**config.mk**
```make
export PLATFORM = sky130hd
export DESIGN_NAME = selfclr_lcd_tx
export DESIGN_NICKNAME = d
export VERILOG_FILES = /design/src/rtl/lcd_sr_pkg.sv /design/src/rtl/lcd_frame_gen.sv /design/src/rtl/selfclr_shift_latch.sv /design/src/rtl/selfclr_lcd_tx.sv
export SDC_FILE = /design/constraint.sdc
export NUM_CORES = 1
export LEC_CHECK = 0
export ABC_CLOCK_PERIOD_IN_PS = 1700
export BUFFER_PORTS_ARGS = -buffer_cell sky130_fd_sc_hd__buf_2
export CAP_MARGIN = 20
export CORE_MARGIN = 3
export CORE_UTILIZATION = 30
export CTS_CLUSTER_DIAMETER = 150
export CTS_CLUSTER_SIZE = 8
export DETAILED_ROUTE_END_ITERATION = 7
export PLACE_DENSITY_LB_ADDON = 0.25
export SETUP_SLACK_MARGIN = 0.1
export SYNTH_ARGS = -nofsm -noshare
export SYNTH_HDL_FRONTEND = slang
export SYNTH_SLANG_ARGS = --single-unit
```
**constraint.sdc**
```tcl
create_clock -name clk -period 1.7 [get_ports clk]
set_clock_uncertainty 0.2 [all_clocks]
set_input_delay 0.17 -clock clk [delete_from_list [all_inputs] [get_ports clk]]
set_output_delay 0.17 -clock clk [all_outputs]
set_load 0.01 [all_outputs]
```
**src/rtl/lcd_sr_pkg.sv**
```systemverilog
package lcd_sr_pkg;
    // What the stage between register-select and enable carries
    typedef enum logic {
        GUARD_ZERO    = 1'b0,
        GUARD_COPY_RS = 1'b1
    } guard_mode_e;

    // marker + guard + register-select + trailing pad
    localparam int unsigned CTRL_STAGES = 4;
    // strobes needed for the self-clear after the data strobes
    localparam int unsigned CLEAR_TICKS = 2;
endpackage

```
**src/rtl/lcd_frame_gen.sv**
```systemverilog
module lcd_frame_gen
    import lcd_sr_pkg::*;
#(
    parameter int unsigned NIB_W = 4,
    parameter guard_mode_e GUARD = GUARD_ZERO
) (
    input  logic             clk,
    input  logic             rst_n,
    input  logic             start,
    input  logic [NIB_W-1:0] nibble,
    input  logic             rs,
    output logic             tick,
    output logic             din,
    output logic             busy,
    output logic             done
);
    localparam int unsigned STAGES = NIB_W + CTRL_STAGES;
    localparam int unsigned TICKS  = STAGES + CLEAR_TICKS;
    localparam int unsigned CNT_W  = $clog2(TICKS);
    localparam logic [CNT_W-1:0] LAST = CNT_W'(TICKS - 1);

    typedef struct packed {
        logic              active;
        logic [CNT_W-1:0]  cnt;
        logic [STAGES-1:0] pat;
        logic              done;
    } gen_t;

    gen_t gen_d, gen_q;
    logic guard_bit;

    generate
        if (GUARD == GUARD_COPY_RS) begin : g_guard_copy
            assign guard_bit = rs;
        end else begin : g_guard_zero
            assign guard_bit = 1'b0;
        end
    endgenerate

    always_comb begin
        gen_d      = gen_q;
        gen_d.done = 1'b0;
        if (gen_q.active) begin
            gen_d.pat = {gen_q.pat[STAGES-2:0], 1'b0};
            if (gen_q.cnt == LAST) begin
                gen_d.active = 1'b0;
                gen_d.cnt    = '0;
                gen_d.done   = 1'b1;
            end else begin
                gen_d.cnt = gen_q.cnt + 1'b1;
            end
        end else if (start) begin
            gen_d.active = 1'b1;
            gen_d.cnt    = '0;
            // sent MSB first: marker lands deepest, pad bit last
            gen_d.pat    = {1'b1, guard_bit, rs, nibble, 1'b0};
        end
    end

    always_ff @(posedge clk or negedge rst_n) begin
        if (!rst_n) gen_q <= '0;
        else        gen_q <= gen_d;
    end

    assign tick = gen_q.active;
    assign din  = gen_q.pat[STAGES-1];
    assign busy = gen_q.active;
    assign done = gen_q.done;

    // serial line idles low
    a_r3_din_quiet: assert property (@(posedge clk) disable iff (!rst_n)
        !busy |-> !din);
    // an idle start opens a frame
    a_r2_start_opens: assert property (@(posedge clk) disable iff (!rst_n)
        (start && !busy) |=> busy);
    // a start during a frame does not restart the count
    a_r9_no_restart: assert property (@(posedge clk) disable iff (!rst_n)
        (busy && start && gen_q.cnt != LAST) |=> (busy && gen_q.cnt != '0));
    // frame_done only follows a busy cycle
    a_r8_done_after_busy: assert property (@(posedge clk) disable iff (!rst_n)
        done |-> (!busy && $past(busy)));
endmodule

```
**src/rtl/selfclr_shift_latch.sv**
```systemverilog
module selfclr_shift_latch #(
    parameter int unsigned STAGES = 8
) (
    input  logic              clk,
    input  logic              rst_n,
    input  logic              tick,
    input  logic              din,
    output logic [STAGES-1:0] par_q
);
    localparam int unsigned TOP = STAGES - 1;

    typedef struct packed {
        logic [STAGES-1:0] sr;
        logic [STAGES-1:0] out;
    } sl_t;

    sl_t  sl_d, sl_q;
    logic clr_n;

    always_comb begin
        sl_d  = sl_q;
        clr_n = ~sl_q.out[TOP];
        if (tick) begin
            // one strobe both shifts and latches the old stages
            sl_d.out = sl_q.sr;
            sl_d.sr  = {sl_q.sr[TOP-1:0], din};
        end
        // top latched stage is the stage register's active-low clear
        if (!clr_n || sl_d.out[TOP]) sl_d.sr = '0;
    end

    always_ff @(posedge clk or negedge rst_n) begin
        if (!rst_n) sl_q <= '0;
        else        sl_q <= sl_d;
    end

    assign par_q = sl_q.out;

    // clear stage high empties the stage register
    a_r6_clear_empties: assert property (@(posedge clk) disable iff (!rst_n)
        sl_q.out[TOP] |=> (sl_q.sr == '0));
    // the strobe with clear active latches zeros
    a_r6_zero_latch: assert property (@(posedge clk) disable iff (!rst_n)
        (tick && sl_q.out[TOP]) |=> (sl_q.out == '0));
    // outputs hold between strobes
    a_r7_hold: assert property (@(posedge clk) disable iff (!rst_n)
        !tick |=> $stable(sl_q.out));
endmodule

```
**src/rtl/selfclr_lcd_tx.sv**
```systemverilog
module selfclr_lcd_tx
    import lcd_sr_pkg::*;
#(
    parameter int unsigned NIB_W = 4,
    parameter guard_mode_e GUARD = GUARD_ZERO
) (
    input  logic                         clk,
    input  logic                         rst_n,
    input  logic                         start,
    input  logic [NIB_W-1:0]             nibble,
    input  logic                         rs,
    output logic                         busy,
    output logic                         ser_tick,
    output logic                         ser_din,
    output logic [NIB_W+CTRL_STAGES-1:0] par_out,
    output logic [NIB_W-1:0]             lcd_data,
    output logic                         lcd_rs,
    output logic                         lcd_en,
    output logic                         frame_done
);
    localparam int unsigned STAGES = NIB_W + CTRL_STAGES;
    localparam int unsigned RS_POS = NIB_W;
    localparam int unsigned EN_POS = NIB_W + 2;

    lcd_frame_gen #(.NIB_W(NIB_W), .GUARD(GUARD)) u_gen (
        .clk    (clk),
        .rst_n  (rst_n),
        .start  (start),
        .nibble (nibble),
        .rs     (rs),
        .tick   (ser_tick),
        .din    (ser_din),
        .busy   (busy),
        .done   (frame_done)
    );

    selfclr_shift_latch #(.STAGES(STAGES)) u_sl (
        .clk   (clk),
        .rst_n (rst_n),
        .tick  (ser_tick),
        .din   (ser_din),
        .par_q (par_out)
    );

    assign lcd_data = par_out[NIB_W-1:0];
    assign lcd_rs   = par_out[RS_POS];
    assign lcd_en   = par_out[EN_POS];

    generate
        if (GUARD == GUARD_ZERO) begin : g_single_en
            // enable never lasts two cycles
            a_r5_en_single: assert property (@(posedge clk) disable iff (!rst_n)
                lcd_en |=> !lcd_en);
        end
    endgenerate

    // done is a lone pulse
    a_r8_done_pulse: assert property (@(posedge clk) disable iff (!rst_n)
        frame_done |=> !frame_done);
    // a completed frame leaves the latch empty
    a_r6_done_clean: assert property (@(posedge clk) disable iff (!rst_n)
        frame_done |-> (par_out == '0));
endmodule

```
==> results summary, run 1 <==
The flow ran to the end, and the final reports show no timing, DRC or antenna violations. For this design, the slowest cell found on the critical path is dfrtp_1. The part of the total power dissipated in the clock network came out at 20.6%. Detailed placement ended at an HPWL of around 1600 um.

The netlist uses 25 different library cells. The fill cell instance count of the final layout is between 400 and 500. The headroom to the max-slew limit is 57.0%.

The die covers 5220 sq um. The xor/xnor share of the synthesized area is 0.665%. The period utilization is slightly above 80%. The arrival time of data at the critical path endpoint is roughly 1.4 ns. The largest fanout on the critical path came out at 5.

In this run the cell area of the synthesized design comes to between 1000 and 1500 sq um. The post-synthesis net count is 137. After Yosys synthesis, and, or, nand and nor cells account for 10.4% of the synthesized area. The synthesized netlist devotes 1.90% of its cell area to adder and majority cells. The clock period minus final worst setup slack is approximately 1.4 ns. The power density over cell area is between 1500 and 2000 nW/um^2. In this run the horizontal extent of the chip is 72.3 um.

The CTS sink count came out at 29. The type of the setup path with the least slack is flop to flop. A synthesized cell averages 10.4 sq um. Dividing the detail-routed via count by the number of cells gives roughly 4.5. The clock-pin slew of the registers on the worst-case setup and hold paths is 0.06 ns.

The count of antenna diodes in the layout is 0. Per report_power, the combinational group accounts for 34.0% of the total. For this run, the share of the core covered by cells in the final layout is between 30% and 40%. After synthesis, the largest family of logic cells by area is buffers and inverters. The delay of the slowest cell on the worst path is 0.40 ns.

The area share of the largest cell type after synthesis is 55.1%. The final max-slew violation count was 0. The cell area after placement came out at 1380 sq um. The slew at the pin with the worst max-slew slack is 0.646 ns.

The final-layout worst hold slack is 0.0400 ns. The net switching power came out at 929 uW. The critical path goes through inv_1 > ha_1 > nand2_1 > o21ai_1 > o21ai_0. At the worst endpoint, the required time is around 1.6 ns. STA classifies the critical path endpoint as a flop. In this run the vertical extent of the chip is 72.3 um. The finished layout cell area is 1510 sq um. The number of failing setup endpoints in the final timing report is 0. Among all flip-flop cells after synthesis, the most frequent one is dfrtp_1. The sequential share of the synthesized area is 55.1%. The clock tree synthesis step divided the H-tree into 2 levels. The layout-stage area growth over the synthesis result came out at 14.5%.

The initial core utilization is 32.0%. The count of buffers inserted at the top-level ports is 25. Setup repair after global routing left no endpoint under its margin.

The per-cell routed wire length is between 10 and 15 um. The count of final hold-check violations is 0. The total routing resource utilization after global routing came out at 10.3%. Routability-driven placement finished with a final weighted congestion of 0.670. The async set or reset register ratio after synthesis came out at 100%.

In this run the core area contains 23 standard-cell rows. The global-route wire length before repair is ~4000 um. Of all cell types, the one taking the most synthesized area is dfrtp_1. For this block, the via count after detailed routing is 890.

In this run the remaining antenna-violating nets after routing total 0. The net switching share of the total power is 36.1%. The core outline area came out at 4120 sq um. The setup TNS is 0 ns. After synthesis the netlist holds a flip-flop and latch count of 29. Ranked by total cell area, the synthesized netlist is headed by dfrtp_1, buf_4, o21ai_0. The fraction of final layout cells sized beyond drive strength 1 came out at 24.7%. The initial antenna violation count came out at 0.

The quantity of gates resized following cts is 0. In this run, flip-flops and latches consume 45.4% of the power. The post-synthesis cell count came out at 127. The worst IR drop on VDD came out at 0.000580 V. The complex-gate fraction of the synthesized area came out at 11.6%.

The worst hold path belongs to the class input pin to flop. The detailed-route wire length is 2350 um. Entering global routing, the biggest net connects 34 pins. Clock latency on the worst-skew pair, taken at its later pin, is 0.28 ns. The number of synthesized flops with an enable pin came out at 0. In the final design database the tool counted 155 nets. The leakage power came out at 0.000760 uW. Before antenna repair, the detailed router went through 4 iterations. During synthesis, Yosys emitted a total of 0 warnings. In this run, CTS created clock tree buffers numbering 5. STA classifies the critical path startpoint as a flop. TritonCTS built the clock tree. The number of design rule violations left after detail routing is 0. Summed over all layers, the global routing overflow is 0.

For this block, the initial DRC count from the detailed router was 33. The clock passes through at most 2 buffers. Of the post-synthesis cell area, the part taken by muxes is under 10%. The number of top-level pins came out at 26. The cell chosen for the clock root is clkbuf_8. The top achievable clock speed is 0.711 GHz.

The number of global-route vias before repair came to 899. The cell-internal power came out at 1650 uW. The number of post-CTS setup repair buffers is 0. The tool flagged a number of max-cap violations equal to 0.
## Yosys cell counts, types with 2 or more instances
| cell | count |
|---|---|
| nand3b_1 | 2 |
| mux2_2 | 2 |
| ha_1 | 2 |
| a2bb2oi_1 | 5 |
| buf_6 | 2 |
| nand2_1 | 17 |
| buf_4 | 14 |
| mux2i_1 | 5 |
| o21ai_0 | 17 |
| buf_2 | 3 |
| a21oi_1 | 2 |
| nor2_1 | 8 |
| dfrtp_1 | 29 |
| inv_1 | 8 |
## worst paths after layout
kind | from | endpoint | slack (ns) | cells past startpoint
setup / recovery | u_gen.gen_q[10]$_DFFE_PN0P_ | u_gen.gen_q[12]$_DFFE_PN0P_ | 0.29 | 5
hold / removal | start | u_gen.busy$_DFF_PN0_ | 0.04 | 3
setup reg to reg | u_gen.gen_q[10]$_DFFE_PN0P_ | u_gen.gen_q[12]$_DFFE_PN0P_ | 0.29 | 5
hold reg to reg | u_gen.gen_q[7]$_DFFE_PN0P_ | u_gen.din$_DFFE_PN0P_ | 0.29 | 2
max in group asynchronous | rst_n | u_sl.par_q[5]$_DFFE_PN0P_ | 0.63 | 2
min in group asynchronous | rst_n | u_sl.sl_q[8]$_DFFE_PN0P_ | 0.25 | 2
## cells in the final DEF (no fill, tap or decap), types with 2 or more instances in the layout
master / Yosys / layout
nand3b_1: 2 / 2
clkbuf_1: 0 / 3
dlygate4sd3_1: 0 / 5
buf_2: 3 / 25
ha_1: 2 / 2
a21oi_1: 2 / 2
inv_1: 8 / 8
clkbuf_8: 0 / 5
nand2_1: 17 / 17
nor2_1: 8 / 8
a2bb2oi_1: 5 / 5
mux2_2: 2 / 2
mux2i_1: 5 / 5
dfrtp_1: 29 / 29
o21ai_0: 17 / 17
## stage by stage
stage | power, uW | instances | setup WS (ns)
2_1_floorplan | 1920 | 127 | 0.409
3_3_place_gp | 2050 | 183 | 0.326
3_5_place_dp | 2070 | 183 | 0.266
4_1_cts | 2630 | 196 | 0.278
5_1_grt | 2800 | 196 | 0.136
6_report | 2570 | 196 | 0.293
## routing by layer
metal | track usage (%) | vias up | wire, um
met4 | 3.76 | 0 | 13
met3 | 5.12 | 4 | 137
met1 | 12.7 | 427 | 1100
li1 | - | 437 | -
met5 | 0 | - | 0
met2 | 15.5 | 22 | 1100
## cell families after synthesis
kind of cell	after synthesis
AOI/OAI and AO/OA	26
xor gates and xnor gates	1
adders and majority gates	2
buffers and inverters	29
DFF	29
muxes	8
and+or+nand+nor	32
## repair_timing
action                                  in CTS  in global routing
hold endpoints to repair                    33                  0
hold buffers                                 5                  0
endpoints found under the setup margin       0                  0
## power by group through the flow
stage | Sequential (uW) | Clock, uW | Combinational (uW)
2_1_floorplan | 1110 | 0 | 805
3_3_place_gp | 1170 | 0 | 873
3_5_place_dp | 1180 | 0 | 887
4_1_cts | 1170 | 551 | 903
5_1_grt | 1210 | 580 | 1010
6_report | 1170 | 531 | 876
## area by class of cell
cell class                      count  area (sq um)  area share (%)
Multi-Input combinational cell     69           412            27.3
Timing Repair Buffer               31           195            12.9
Clock buffer                        8          80.1            5.31
Sequential cell                    29           726            48.1
Tap cell                           50          62.6            4.15
Inverter                            9          33.8            2.24
## sequential cells by signal, summed over array words and instances, names as in the netlist
register and flops:
u_gen.busy 1, u_gen.din 1, u_gen.done 1, u_gen.gen_q 10
u_sl.par_q 8, u_sl.sl_q 8
## critical path, delay by kind of cell (launching register included)
| family | cells | cell delay, ns |
|---|---|---|
| flops | 1 | 0.40 |
| simple gates | 1 | 0.06 |
| fa+ha+maj | 1 | 0.14 |
| compound gates | 2 | 0.41 |
| buf+inv | 1 | 0.06 |
No activity file was read; power rests on OpenSTA's default activity.
==> run 2: changes to the inputs <==
- ABC_CLOCK_PERIOD_IN_PS: 1700 -> 1400
- clock period: 1.7 -> 1.4 ns (I/O delays scaled with it)
==> run 2 against run 1 <==
Compared with the run above:
- final area is 8.1% higher
- critical path depth stayed put
- sequential share of layout area is 3.4 points lower
- routed wire length is 5.1% higher
- combinational power is 48% higher
- via count is 3.8% higher
- count of clock-buffer cells in the layout is 1 lower
- clock power is 41% higher
- worst hold slack hardly changed
- flip-flop and latch count stayed put
- register-to-register slack worse by 0.20 ns
- critical endpoint is now u_gen.busy$_DFF_PN0_
- largest cell class unchanged
==> results summary, run 2 (synthesis gave the netlist of run 1 again) <==
The CTS tree is yes. The period utilization came out at 93.5%. The cell chosen for the clock root is clkbuf_8. The floorplan has 23 rows. For this run, the top clock speed supported by timing is about 0.76 GHz. The post-route netlist has around 34% of its cells at a drive strength greater than 1. The final core utilization is 39.6%. For the worst setup path, the data arrival time is around 1.3 ns. The placed instances occupy a cell area of 1400 sq um. STA classifies the critical path startpoint as a flop. The headroom to the max-slew limit came out at 75.1%. The global-route wire length before repair is ~4200 um. The number of buffers inserted during clock tree synthesis came out at 5. The setup TNS is 0 ns. The core outline area came out at 4120 sq um. The CTS sink count is 29.

The count of antenna diodes in the layout is 0. In the layout the commonest cells are dfrtp_1, buf_2, nand2_1, o21ai_0. The number of violations reported at the end of detailed-routing iteration 0 came out at 33. The number of maximum-capacitance violations is 0. The leakage power came out at a little over 0.0008 uW. The clock period minus final worst setup slack is 1.31 ns.

Along the worst path, the maximum fanout reaches 5. Compared with the post-synthesis result, the final layout area differs by 23.8%. The maximum number of pins on one net before global-route repair is 30.

The slew at the pin with the worst max-slew slack came out at 0.373 ns. The finished cells cover 1630 sq um. The final antenna-violating net count came out at 0. The iteration count of the initial detailed-routing pass came out at 4. The die footprint came out at approximately 5200 sq um.

The clock insertion delay at the later pin of the skew report is between 0.2 and 0.3 ns. The vertical die dimension came out at 72.3 um. The final cell count without fillers is 205. The count of vias placed by the detailed router came out at ~900.

Leaving out fill and tap cells, the most frequent cell in the layout is dfrtp_1. The placed cell count is 186. The number of design rule violations left after detail routing came out at 0. The count of final hold-check violations came out at 0. At the end of routability-driven placement, the weighted congestion stood at 0.706. The post-layout net count is 164. The final max-slew violation count was 0. The horizontal extent of the die is 72.3 um. The maximum buffer depth of the clock tree is 2. The initial core utilization came out at 32.0%. The number of top-level pins is 26. The fill cell instance count of the final layout is around 420. The area taken by multi-input logic gates came out at 434 sq um. The total routing resource utilization after global routing is approximately 11%. Across the whole layout, storage elements account for 729 sq um. The detailed-route wire length is 2470 um. The clock tree synthesis step divided the H-tree into 2 levels. In this run the worst hold path is classified as input pin to flop. The count of buffers added on input and output ports is 25. The number of global-route vias before repair is 909. Dividing the detail-routed wire length by the instance count gives 12.0 um. STA puts the critical path data required time at 1.35 ns. The worst IR drop on VDD is 0.000868 V.

After detailed routing, the number of vias per cell comes to 4.51. Setup violations remaining at the end of the flow were counted as 0. The flow ran to the end, and the final reports show no timing, DRC or antenna violations. Setup repair after global routing could not meet its margin everywhere. The clock-pin slew of the registers on the worst-case setup and hold paths is 0.06 ns. The worst setup path is of the flop to flop kind. The worst setup path is captured at a flop. The total grt overflow came out at 0. Ranked by flip-flop count, first place goes to u_gen.gen_q.

The flip-flop count of the largest register, all copies and words added came out at 10. For this design the ratio of total power to cell area is between 2000 and 2500 nW/um^2. The placed wire-length estimate after detailed placement is 1660 um.

The initial antenna violation count was 0.
-- run 2: changes by cell type in the layout (fill, tap and decap cells not counted), moves of 2 or more --
| cell | change |
|---|---|
| o21ai_1 | +5 |
| clkbuf_1 | -3 |
| dlygate4sd3_1 | +2 |
| dfrtp_1 | -3 |
| o21ai_0 | -6 |
| clkbuf_8 | +2 |
| dfrtp_2 | +3 |
| buf_4 | +7 |
-- run 2: per-layer routing --
layer | vias to the layer above | GRT usage [%] | part of all wire, %
met3 | 4 | 5.40 | 5.0
met1 | 440 | 12.8 | 45
met5 | - | 0 | 0
met2 | 21 | 16.8 | 49
met4 | 0 | 3.76 | 0.81
li1 | 459 | - | -
-- run 2: path summary, 6_finish.rpt --
kind	slack (ns)	startpoint	cells past startpoint	end
setup / recovery	0.09	u_gen.gen_q[10]$_DFFE_PN0P_	5	u_gen.busy$_DFF_PN0_
hold / removal	0.04	start	3	u_gen.din$_DFFE_PN0P_
setup reg to reg	0.09	u_gen.gen_q[10]$_DFFE_PN0P_	5	u_gen.busy$_DFF_PN0_
hold reg to reg	0.29	u_gen.gen_q[2]$_DFFE_PN0P_	2	u_gen.gen_q[3]$_DFFE_PN0P_
max in group asynchronous	0.50	rst_n	3	u_gen.gen_q[9]$_DFFE_PN0P_
min in group asynchronous	0.20	rst_n	3	u_sl.par_q[0]$_DFFE_PN0P_
-- run 2: repair_timing --
item | 4_1_cts | 5_1_grt
buffers inserted | 2 | 2
pin swaps | 0 | 2
hold buffers | 7 | 0
gates resized for setup | 3 | 12
endpoints found under the hold margin | 35 | 0
cloned | 0 | 0
endpoints found under the setup margin | 7 | 10
-- run 2: worst max-delay path: stages, from the launching register on --
cell and delay [ns]:
dfrtp_1 0.39, inv_1 0.06, ha_2 0.16, nand2_2 0.07, o21ai_4 0.21, o21ai_1 0.09
-- run 2: final cells by class --
type | count | share of cell area (%)
clock inverters | 1 | 0.307
clock buffers | 7 | 5.90
flip-flops and latches | 29 | 44.7
inverters | 9 | 2.22
repair buffers | 40 | 16.4
well taps | 50 | 3.83
multi-input cells | 69 | 26.6
-- run 2: power breakdown --
part           total (uW)  leakage, uW  internal [uW]  switching [uW]
clock                 749    0.0000542            443             306
combinational        1300     0.000383            633             664
sequential           1410     0.000379           1160             244
-- run 2: metrics by stage --
stage	hold slack, ns	setup WS, ns	power, uW
6_report	0.0404	0.0915	3450
5_1_grt	0.110	0.0138	3750
4_1_cts	0.0346	0.0818	3390
3_5_place_dp	-0.0269	-0.0201	2540
3_3_place_gp	-0.0358	0.0554	2520
2_1_floorplan	-0.356	0.109	2330
